==> config.mk <==
export PLATFORM = sky130hd
export DESIGN_NAME = ipi_cmd_unit
export DESIGN_NICKNAME = d
export VERILOG_FILES = /design/src/rtl/ipi_pkg.sv /design/src/rtl/ipi_ctrl.sv /design/src/rtl/ipi_dpath.sv /design/src/rtl/ipi_cmd_unit.sv
export SDC_FILE = /design/constraint.sdc
export NUM_CORES = 1
export LEC_CHECK = 0
export BUFFER_PORTS_ARGS = -buffer_cell sky130_fd_sc_hd__buf_2
export CORE_MARGIN = 2
export CORE_UTILIZATION = 40
export DETAILED_ROUTE_END_ITERATION = 16
export PLACE_DENSITY = 0.72
export RECOVER_POWER = 50
export SYNTH_ARGS = -nofsm -noshare
export SYNTH_HDL_FRONTEND = slang
export SYNTH_SLANG_ARGS = --single-unit
==> constraint.sdc <==
create_clock -name clk -period 3.65 [get_ports clk]
set_input_delay 0.73 -clock clk [delete_from_list [all_inputs] [get_ports clk]]
set_output_delay 0.73 -clock clk [all_outputs]
set_load 0.01 [all_outputs]
==> src/rtl/ipi_pkg.sv <==
package ipi_pkg;
  localparam int DATA_W     = 32;
  localparam int BUSY_BIT   = 12;
  localparam int ASSERT_BIT = 14;
  localparam int LEVEL_BIT  = 15;
  localparam int BCAST_BIT  = 19;
  localparam int MODE_LSB   = 8;
  localparam int MODE_W     = 3;
  localparam int VEC_W      = 8;
  localparam int DEST_W     = 8;
  localparam int DEST_LSB   = DATA_W - DEST_W;

  typedef enum logic [MODE_W-1:0] {
    MODE_FIXED   = 3'b000,
    MODE_INIT    = 3'b101,
    MODE_STARTUP = 3'b110
  } ipiMode_e;

  typedef struct packed {
    logic loadHi;
    logic launch;
    logic retire;
    logic readHi;
    logic readLo;
  } ctlStrobes_t;

  typedef struct packed {
    logic [DEST_W-1:0] dest;
    logic [VEC_W-1:0]  vector;
    logic [MODE_W-1:0] mode;
    logic              assertLvl;
    logic              levelTrig;
    logic              bcast;
  } ipiMsg_t;
endpackage

==> src/rtl/ipi_ctrl.sv <==
module ipi_ctrl
  import ipi_pkg::*;
#(
  parameter int              ADDR_W    = 12,
  parameter logic [ADDR_W-1:0] LO_OFFSET = 12'h300,
  parameter logic [ADDR_W-1:0] HI_OFFSET = 12'h310
) (
  input  logic              clk,
  input  logic              rst,
  input  logic              regWrEn,
  input  logic              regRdEn,
  input  logic [ADDR_W-1:0] regAddr,
  input  logic              msgReady,
  output ctlStrobes_t       strobes,
  output logic              busy,
  output logic              wrAck,
  output logic              rdValid
);
  logic hitLo, hitHi;

  assign hitLo = (regAddr == LO_OFFSET);
  assign hitHi = (regAddr == HI_OFFSET);

  always_comb begin
    strobes.loadHi = regWrEn & hitHi;
    strobes.launch = regWrEn & hitLo & ~busy;
    strobes.retire = busy & msgReady;
    strobes.readHi = regRdEn & hitHi;
    strobes.readLo = regRdEn & hitLo;
  end

  always_ff @(posedge clk) begin
    if (rst) begin
      busy    <= 1'b0;
      wrAck   <= 1'b0;
      rdValid <= 1'b0;
    end else begin
      wrAck   <= regWrEn;
      rdValid <= regRdEn;
      if (strobes.launch)      busy <= 1'b1;
      else if (strobes.retire) busy <= 1'b0;
    end
  end
endmodule

==> src/rtl/ipi_dpath.sv <==
module ipi_dpath
  import ipi_pkg::*;
(
  input  logic              clk,
  input  logic              rst,
  input  ctlStrobes_t       strobes,
  input  logic              busy,
  input  logic [DATA_W-1:0] regWrData,
  output logic [DATA_W-1:0] rdData,
  output ipiMsg_t           msg
);
  logic [DATA_W-1:0] hiWord, loWord, loView;

  always_comb begin
    loView           = loWord;
    loView[BUSY_BIT] = busy;
  end

  always_ff @(posedge clk) begin
    if (rst) begin
      hiWord <= '0;
      loWord <= '0;
      rdData <= '0;
      msg    <= '0;
    end else begin
      if (strobes.loadHi) hiWord <= regWrData;
      if (strobes.launch) begin
        loWord        <= regWrData;
        msg.dest      <= hiWord[DEST_LSB +: DEST_W];
        msg.vector    <= regWrData[VEC_W-1:0];
        msg.mode      <= regWrData[MODE_LSB +: MODE_W];
        msg.assertLvl <= regWrData[ASSERT_BIT];
        msg.levelTrig <= regWrData[LEVEL_BIT];
        msg.bcast     <= regWrData[BCAST_BIT];
      end
      if (strobes.readHi)      rdData <= hiWord;
      else if (strobes.readLo) rdData <= loView;
      else                     rdData <= '0;
    end
  end
endmodule

==> src/rtl/ipi_cmd_unit.sv <==
module ipi_cmd_unit
  import ipi_pkg::*;
#(
  parameter int              ADDR_W    = 12,
  parameter logic [ADDR_W-1:0] LO_OFFSET = 12'h300,
  parameter logic [ADDR_W-1:0] HI_OFFSET = 12'h310
) (
  input  logic              clk,
  input  logic              rst,
  input  logic              regWrEn,
  input  logic              regRdEn,
  input  logic [ADDR_W-1:0] regAddr,
  input  logic [31:0]       regWrData,
  output logic              regWrAck,
  output logic              regRdValid,
  output logic [31:0]       regRdData,
  output logic              msgValid,
  input  logic              msgReady,
  output logic [7:0]        msgDest,
  output logic [7:0]        msgVector,
  output logic [2:0]        msgMode,
  output logic              msgAssert,
  output logic              msgLevel,
  output logic              msgBcast
);
  ctlStrobes_t strobes;
  ipiMsg_t     msg;
  logic        busy;

  ipi_ctrl #(.ADDR_W(ADDR_W), .LO_OFFSET(LO_OFFSET), .HI_OFFSET(HI_OFFSET)) u_ctrl (
    .clk(clk), .rst(rst), .regWrEn(regWrEn), .regRdEn(regRdEn), .regAddr(regAddr),
    .msgReady(msgReady), .strobes(strobes), .busy(busy), .wrAck(regWrAck),
    .rdValid(regRdValid)
  );

  ipi_dpath u_dpath (
    .clk(clk), .rst(rst), .strobes(strobes), .busy(busy), .regWrData(regWrData),
    .rdData(regRdData), .msg(msg)
  );

  assign msgValid  = busy;
  assign msgDest   = msg.dest;
  assign msgVector = msg.vector;
  assign msgMode   = msg.mode;
  assign msgAssert = msg.assertLvl;
  assign msgLevel  = msg.levelTrig;
  assign msgBcast  = msg.bcast;
endmodule

==> impl_results.md, run 1 <==
* Yosys Warn Count at 0
* Switching share of power at 0.223
* Most common library cell in the layout ignoring fill and taps: sky130_fd_sc_hd__dfxtp_1
* Placement Cell Area at between 0.004 and 0.005 sq mm
* WP data arrival at between 2 and 3 ns
* Clock H-tree levels at 3
* Remaining routing DRC violations at 0
* Footprint of the multi-input gates at approximately 0.0019 sq mm
* Setup repair after global routing missed its margin: no
* Net count of the finished layout at around 530
* Clock tree from TritonCTS: done
* MaxCap Viol Count at 1
* Final-report hold violation count at 0
* Worst-Margin Slew at approximately 1.6 ns
* Post-route ant nets at 0
* Area share of the largest cell type after synthesis at 0.502
* Die area at 0.0114 sq mm
* Maximum number of pins on one net before global-route repair at 57
* Number of cells produced by synthesis at between 300 and 400
* Wire per inst at ~13 microns
* Wire length of the first global-routing pass at roughly 13000 microns
* Clock latency at the later pin of the worst-skew pair at roughly 0.36 ns
* Placed wire-length estimate after detailed placement at 5370 microns
* Failing checks: max-capacitance violations, max-slew violations
* Ratio of cells with drive above 1 in the final layout at 0.142
* Setup slack of the critical path after layout at slightly above 0.9 ns
* Pins Over Slew Limit at between 50 and 60
* Vias in the first global route at approximately 3000
* GRT Util Overall at 0.149
* Worst Setup Slack post-DPL at about 1.0 ns
* CP Max Fanout at between 50 and 60
* Final Cell Area at 0.00485 sq mm
* Startpoint of the most critical setup path: rst
* Total nets after synthesis at between 400 and 500
* Number of CTS-inserted buffers at 9
* Worst Setup End Kind: register
* Count of filler cells inserted in the layout at 1002
* Hold_buf cts at 0
* Row Count at 37
* Pleak at 2.27 nW
* Class of the worst hold path: reg -> reg
* Initial antenna violation count at 1
* Post-cts sizing count at 0
* Source of the worst hold timing path: u_dpath.loWord[31]
* Die span in y at between 100 and 150 microns
* Maximum frequency from static timing analysis at between 300 and 400 MHz
* Die width at 107 microns
* Switching Power at 0.422 mW
* Quantity of I/O buffers inserted on ports at between 100 and 150
* Setup skew after layout at between 0.008 and 0.009 ns
* Number of vias per cell at ~4.7
* Clock period minus worst slack at between 2 and 3 ns
* Finish-stage setup viols at 0
* IO Count at between 100 and 150
* Share of total power in the clock network at 0.337
* First DRT Iteration DRCs at a little under 50
* Cell types with the largest area share after synthesis: sky130_fd_sc_hd__dfxtp_1, sky130_fd_sc_hd__mux2i_1, sky130_fd_sc_hd__nand2b_1
* Proportion of power drawn by flip-flops and latches at 0.612
* Starting Density at 0.411
* TritonCTS sink count at roughly 110
* Mapped Avg Cell Area at 10.8 sq um
* Largest area contributor in the synthesized netlist: sky130_fd_sc_hd__dfxtp_1
* Setup Buffers After CTS at 0
* Unique cell type count in the Yosys netlist at 17
* Cell Area, Synth at 0.00423 sq mm
* Worst min-delay path endpoint: u_dpath.loWord[31]
* Sum of negative setup slack at 0 ns
* Worst-case register-to-register setup slack at roughly 2.1 ns
* Worst hold path depth at 2
* Most frequent cells in the layout: sky130_fd_sc_hd__dfxtp_1, sky130_fd_sc_hd__nand2b_1, sky130_fd_sc_hd__mux2i_1
* Share of power burned in combinational logic at 0.051
* Worst Path Class, Setup: in -> reg
* Via count at roughly 2900
* Status: complete, but fails checks
* Internal power summed over all cells at between 1 and 1.5 mW
* Remaining global-route overflow at 0
* Worst reg2reg endpoint: u_dpath.msg[15]
* RR Startpoint: u_ctrl.busy
* Worst Hold Margin at 0.476 ns
* Syn-to-layout area delta at 14.7%
* Period utilisation layout at 0.744
* Maximum resistive drop on vdd at 0.227 mV
* WP data required at around 3.9 ns
* Largest buffer count on any clock path at 2
* Final weighted congestion in routability-driven placement at between 0.7 and 0.8
* Total of flip-flops plus latches after synthesis at about 110
* Max-slew headroom at the worst pin at -0.0381
* Drt pass-1 iters at 4
* Footprint of the flip-flops and latches at 0.00212 sq mm
* Power density relative to cell area at ~400 mW/mm^2
* Sequential-to-total area share from yosys stat at 0.502
* Clock root buffer: sky130_fd_sc_hd__clkbuf_8
* Placeable core region at 0.0103 sq mm
* Final cell utilization of the core at 0.472
* Kind of launch point of the worst setup path: input pin
* Detailed-route wire length at around 8000 microns
* Clock transition at the register clock pins on the worst setup and hold paths after CTS at roughly 0.090 ns
* Length in cells of the worst reg-to-reg path at 4
[routing by layer]
| metal | vias up | wire [microns] | global-route usage |
|---|---|---|---|
| met1 | 1364 | 3840 | 0.187 |
| li1 | 1438 | - | - |
| met4 | 2 | 81 | 0.0501 |
| met3 | 9 | 458 | 0.0432 |
| met5 | - | 13 | 0 |
| met2 | 72 | 3810 | 0.246 |
[area by class of cell]
cell class	count	area share
Clock buffer	10	0.0284
Antenna cell	1	0.000516
Tap cell	136	0.0351
Multi-Input combinational cell	250	0.393
Sequential cell	106	0.438
Clock inverter	4	0.00593
Timing Repair Buffer	109	0.0996
[state kept, by name, indices dropped and copies added (netlist names)]
name,count
u_ctrl.wrAck,1
u_dpath.hiWord,32
u_ctrl.busy,1
u_dpath.loWord,31
u_dpath.rdData,32
u_ctrl.rdValid,1
u_dpath.msg,8
[Yosys cell counts, drive strengths merged]
master	number
dfxtp	106
nand2b	104
mux2i	103
nor2	32
buf	22
clkbuf	14
nand4	3
nor2b	2
a21oi	1
and2	1
and4bb	1
nor3	1
nor3b	1
nor4	1
[through the flow]
stage | total power, mW | cells
2_1_floorplan | 1.24 | 392
3_3_place_gp | 1.28 | 601
3_5_place_dp | 1.28 | 601
4_1_cts | 1.92 | 615
5_1_grt | 1.97 | 615
6_report | 1.89 | 616
[power by group through the flow]
stage	sequential (mW)	combinational, mW	clock [mW]
2_1_floorplan	1.18	0.0569	0
3_3_place_gp	1.18	0.0960	0
3_5_place_dp	1.18	0.0978	0
4_1_cts	1.16	0.0981	0.666
5_1_grt	1.16	0.106	0.712
6_report	1.16	0.0963	0.637
[cell families (layout without fill, tap and decap cells)]
kind of cell,Yosys count,count (layout),share of synthesized area
AO/OA/AOI/OAI,1,1,0.00118
buffers and inverters,36,123,0.0494
flip-flops,106,106,0.502
multiplexers,103,103,0.244
other,0,1,0
AND/OR/NAND/NOR,146,146,0.204
[worst max-delay path by stage]
stage / end / cells past startpoint / slack (ns)
floorplan: u_dpath.hiWord[10] / 4 / 1.94
global placement: u_dpath.hiWord[24] / 4 / 1.20
detailed placement: u_dpath.hiWord[5] / 4 / 1.01
CTS: u_dpath.hiWord[5] / 4 / 1.39
global route: u_dpath.rdData[23] / 5 / 0.67
finish: u_dpath.rdData[23] / 5 / 0.94
[critical path, cell delays in order]
cell	delay [ns]
sky130_fd_sc_hd__clkbuf_1	1.10
sky130_fd_sc_hd__nor2b_1	0.36
sky130_fd_sc_hd__nand4_1	0.23
sky130_fd_sc_hd__buf_4	0.39
sky130_fd_sc_hd__nor2_1	0.12
Note: power is estimated with default switching activity, not from simulation.
==> run 2: changes to the inputs <==
clock period = 2.65 ns   (was 3.65 ns; I/O delays follow)
==> run 2 against run 1 <==
  * The flow now finishes without violations
  * Power rose by 42%
  * Critical path depth fell by 1
  * Utilization rose by 0.39 points
  * First-iteration DRC count rose by 53%
  * Combinational power rose by 39%
  * Via count fell by 0.21%
==> impl_results.md, run 2 (synthesis results as in run 1) <==
* Post-route ant nets at 0
* Worst Setup Slack post-DPL at slightly below 0.7 ns
* Row Count at 37
* Number of CTS-inserted buffers at 9
* Final weighted congestion in routability-driven placement at around 0.70
* Worst Path Class, Setup: in -> reg
* Kind of launch point of the worst setup path: input pin
* Antenna diode count at 0
* Remaining global-route overflow at 0
* WP data required at just under 3 ns
* Wire per inst at 13.4 microns
* Initial antenna violation count at 1
* Drt pass-1 iters at 4
* Final Cell Area at around 0.0049 sq mm
* Leading registers by flop count: u_dpath.hiWord x32, u_dpath.rdData x32, u_dpath.loWord x31
* Period utilisation layout at 0.695
* Die width at around 110 microns
* CP Max Fanout at between 100 and 150
* MaxCap Viol Count at 0
* Syn-to-layout area delta at 15.7%
* Class of the worst hold path: in -> reg
* Number of vias per cell at about 4.7
* Final cell utilization of the core at 0.476
* Placeable core region at around 0.010 sq mm
* Clock tree from TritonCTS: done
* Power density relative to cell area at approximately 550 mW/mm^2
* Final-report hold violation count at 0
* Clock transition at the register clock pins on the worst setup and hold paths after CTS at about 0.090 ns
* Switching share of power at 0.220
* Most frequent cells in the layout: sky130_fd_sc_hd__dfxtp_1, sky130_fd_sc_hd__nand2b_1, sky130_fd_sc_hd__mux2i_1
* Starting Density at 0.411
* Max-slew headroom at the worst pin at 0.0191
* IO Count at approximately 110
* Remaining routing DRC violations at 0
* Wire length of the first global-routing pass at between 10000 and 15000 microns
* Clock root buffer: sky130_fd_sc_hd__clkbuf_8
* Internal power summed over all cells at 2.10 mW
* TritonCTS sink count at 106
* Largest buffer count on any clock path at 2
* Placed wire-length estimate after detailed placement at between 5000 and 6000 microns
* Setup slack of the critical path after layout at about 0.81 ns
* Worst Setup End Kind: register
* Pins Over Slew Limit at 0
* Placement Cell Area at about 0.0048 sq mm
* Quantity of I/O buffers inserted on ports at 105
* First DRT Iteration DRCs at 75
* Finish-stage setup viols at 0
* Setup repair after global routing missed its margin: no
* Via count at 2879
* GRT Util Overall at 0.149
* Switching Power at roughly 0.59 mW
* Setup skew after layout at between 0.005 and 0.006 ns
* Status: complete, no violations
* Hold_buf cts at 0
* Clock latency at the later pin of the worst-skew pair at about 0.37 ns
* Net count of the finished layout at around 530
* Sum of negative setup slack at 0 ns
* Worst-Margin Slew at around 1.5 ns
* Maximum frequency from static timing analysis at 543 MHz
* Most common library cell in the layout ignoring fill and taps: sky130_fd_sc_hd__dfxtp_1
* Clock H-tree levels at 3
* Maximum resistive drop on vdd at between 0.2 and 0.25 mV
* Setup Buffers After CTS at 0
* Ratio of cells with drive above 1 in the final layout at 0.159
* Die area at 0.0114 sq mm
* Post-cts sizing count at 0
* Clock period minus worst slack at 1.84 ns
* Maximum number of pins on one net before global-route repair at about 110
* Proportion of power drawn by flip-flops and latches at 0.593
* Vias in the first global route at roughly 2800
* Die span in y at 107 microns
* Share of total power in the clock network at 0.357
* WP data arrival at around 2.1 ns
* Share of power burned in combinational logic at 0.050
* Detailed-route wire length at 8310 microns
* Pleak at 2.32 nW
## run 2: worst paths after layout
path,startpoint,end,slack (ns),depth (start not counted)
max,rst,u_dpath.hiWord[4],0.81,4
min,regWrEn,u_ctrl.wrAck,0.41,2
max reg2reg,u_ctrl.busy,u_dpath.loWord[27],1.26,4
min reg2reg,u_dpath.loWord[31],u_dpath.loWord[31],0.48,2
## run 2: power by group through the flow
| stage | Sequential, mW | Clock (mW) | Combinational [mW] |
|---|---|---|---|
| 3_3_place_gp | 1.63 | 0 | 0.133 |
| 6_report | 1.59 | 0.958 | 0.134 |
| 3_5_place_dp | 1.63 | 0 | 0.135 |
| 5_1_grt | 1.59 | 1.05 | 0.146 |
| 4_1_cts | 1.59 | 0.988 | 0.136 |
| 2_1_floorplan | 1.63 | 0 | 0.0784 |
## run 2: cell type report
cell class	instances	area, sq um
Timing Repair Buffer	112	508
Tap cell	136	170
Fill cell	998	5390
Clock inverter	5	56.3
Clock buffer	10	128
Sequential cell	106	2120
Multi-Input combinational cell	250	1910
## run 2: routing by layer
layer,track usage,routed length [microns],share of wire,up-vias
met2,0.234,3680,0.44,75
li1,-,-,-,1450
met5,0,0,0,-
met4,0.0779,167,0.020,0
met3,0.0389,454,0.055,13
met1,0.186,4010,0.48,1341
## run 2: worst max-delay path, cell delays in order
cell and delay [ns]:
sky130_fd_sc_hd__clkbuf_1 0.09, sky130_fd_sc_hd__clkbuf_2 1.08, sky130_fd_sc_hd__nand2b_1 0.25, sky130_fd_sc_hd__mux2i_1 0.08
## run 2: per-stage QoR
| step | hold slack [ns] | total power, mW | instances |
|---|---|---|---|
| 4_1_cts | 0.380 | 2.72 | 619 |
| 6_report | 0.410 | 2.69 | 619 |
| 2_1_floorplan | 0.452 | 1.71 | 392 |
| 3_3_place_gp | 0.460 | 1.76 | 604 |
| 5_1_grt | 0.393 | 2.79 | 619 |
| 3_5_place_dp | 0.468 | 1.77 | 604 |
==> run 3: changes to the inputs <==
clock period = 1.9 ns   (was 2.65 ns; I/O delays follow)
==> run 3 against run 2 <==
  * Die area stayed put
  * Flip-flop and latch count stayed put
  * Hold slack worse by 0.15 ns
==> impl_results.md, run 3 (synthesis results as in run 1) <==
* First DRT Iteration DRCs at around 120
* Placed wire-length estimate after detailed placement at around 5500 microns
* Period utilisation layout at 0.832
* Remaining global-route overflow at 0
* Clock period minus worst slack at between 1.5 and 2 ns
* GRT Util Overall at 0.152
* Number of vias per cell at approximately 4.6
* Kind of launch point of the worst setup path: input pin
* Net count of the finished layout at approximately 530
* Family of cells with the greatest summed delay on the critical path: simple AND/OR/NAND/NOR gates
* IO Count at approximately 110
* Class of the worst hold path: in -> reg
* Quantity of I/O buffers inserted on ports at roughly 110
* Clock root buffer: sky130_fd_sc_hd__clkbuf_8
* Syn-to-layout area delta at 15.9%
* Initial antenna violation count at 1
* Die width at around 110 microns
* Ratio of cells with drive above 1 in the final layout at 0.176
* Hold_buf cts at 0
* Placement Cell Area at 0.00478 sq mm
* MaxCap Viol Count at 0
* Worst Path Class, Setup: in -> reg
* Placeable core region at 0.0103 sq mm
* Met3 usage in global routing at 0.0444
* Placed insts at around 600
* Drt pass-1 iters at 4
* Via count at 2867
* Worst Setup End Kind: register
* Post-route ant nets at 0
* Row Count at 37
* Final cell utilization of the core at 0.477
* Global route hottest layer: met2
* Wire per inst at roughly 14 microns
* List of cells traversed by the critical path: buf_2 > nor3_1 > nand4_1 > clkbuf_2 > nor2_1
* Antenna diode count at 0
* Final Cell Area at 0.00490 sq mm
* Sum of negative setup slack at 0 ns
* Setup Buffers After CTS at 0
* Pins Over Slew Limit at 0
* Number of CTS-inserted buffers at 9
* Final-report hold violation count at 0
* TritonCTS sink count at roughly 110
* Post-cts sizing count at 0
* Wire length of the first global-routing pass at about 14000 microns
* Most frequent cells in the layout: sky130_fd_sc_hd__dfxtp_1, sky130_fd_sc_hd__nand2b_1, sky130_fd_sc_hd__mux2i_1
* Vias in the first global route at 2795
* Pleak at 2.35 nW
* Power density relative to cell area at between 700 and 800 mW/mm^2
* Clock transition at the register clock pins on the worst setup and hold paths after CTS at about 0.10 ns
* Standard cell with the maximum stage delay on the critical path: sky130_fd_sc_hd__clkbuf_2
* Most common library cell in the layout ignoring fill and taps: sky130_fd_sc_hd__dfxtp_1
* Clock tree from TritonCTS: done
* Met1 track demand over resource at 0.202
* Status: complete, no violations
* Max-slew headroom at the worst pin at 0.472
* Worst-Margin Slew at a little under 0.8 ns
* Die span in y at approximately 110 microns
* Bufs and invs on worst path at 2
* Maximum number of pins on one net before global-route repair at between 100 and 150
* WP data arrival at 1.87 ns
* Largest stage delay on the critical path at 0.50 ns
* GR Util met2 at 0.233
* Setup skew after layout at between 0.01 and 0.015 ns
* Detailed-route wire length at between 8000 and 9000 microns
* CP Max Fanout at 32
* Setup repair after global routing missed its margin: no
* Largest buffer count on any clock path at 2
* Leading registers by flop count: u_dpath.hiWord x32, u_dpath.rdData x32, u_dpath.loWord x31
* Post-Layout Cell Count at 619
* Worst Hold Margin at 0.256 ns
* Remaining routing DRC violations at 0
* Clock latency at the later pin of the worst-skew pair at 0.37 ns
* Count of filler cells inserted in the layout at around 1000
* Finish-stage setup viols at 0
* WP data required at 2.19 ns
* Maximum resistive drop on vdd at 0.333 mV
* Starting Density at 0.411
* Die area at approximately 0.011 sq mm
* Clock H-tree levels at 3
* Final weighted congestion in routability-driven placement at 0.707
* Maximum frequency from static timing analysis at 633 MHz
## run 3: cell types whose count changed in the layout (fill, tap and decap cells not counted)
| cell | delta |
|---|---|
| sky130_fd_sc_hd__clkinv_4 | -1 |
| sky130_fd_sc_hd__bufinv_16 | -1 |
| sky130_fd_sc_hd__buf_4 | -1 |
| sky130_fd_sc_hd__clkbuf_4 | +1 |
| sky130_fd_sc_hd__clkinvlp_4 | +1 |
| sky130_fd_sc_hd__buf_2 | +7 |
| sky130_fd_sc_hd__clkbuf_1 | -8 |
| sky130_fd_sc_hd__clkbuf_8 | +3 |
| sky130_fd_sc_hd__clkbuf_2 | -1 |
## run 3: power by group
| part | total [mW] | leakage, nW | internal, mW | switching (mW) |
|---|---|---|---|---|
| clock | 1.33 | 0.0944 | 0.580 | 0.749 |
| sequential | 2.22 | 0.854 | 2.22 | 0.000509 |
| combinational | 0.188 | 1.40 | 0.0988 | 0.0889 |
| total | 3.74 | 2.35 | 2.90 | 0.838 |
## run 3: layer usage
| layer | vias up | wire (microns) |
|---|---|---|
| met2 | 75 | 3780 |
| met4 | 2 | 144 |
| met3 | 12 | 503 |
| met5 | - | 17 |
| li1 | 1446 | - |
| met1 | 1332 | 4120 |
## run 3: path summary, 6_finish.rpt
check	from	to	slack, ns	cells after the start
setup / recovery	regAddr[5]	u_dpath.rdData[23]	0.32	5
hold / removal	rst	u_ctrl.rdValid	0.26	2
hold reg to reg	u_dpath.loWord[11]	u_dpath.loWord[11]	0.48	2
setup reg to reg	u_ctrl.busy	u_dpath.loWord[29]	0.35	4
## run 3: through the flow
step	power (mW)	setup WS, ns
6_report	3.74	0.320
5_1_grt	3.88	0.180
4_1_cts	3.78	0.318
3_5_place_dp	2.46	0.0611
3_3_place_gp	2.46	0.132
2_1_floorplan	2.39	0.542
## run 3: area by class of cell
class,count,area (sq um),area share
multi-input cells,250,1910,0.389
clock buffers,12,165,0.0337
repair buffers,111,512,0.104
clock inverters,4,25.0,0.00511
flip-flops and latches,106,2120,0.433
well taps,136,170,0.0347
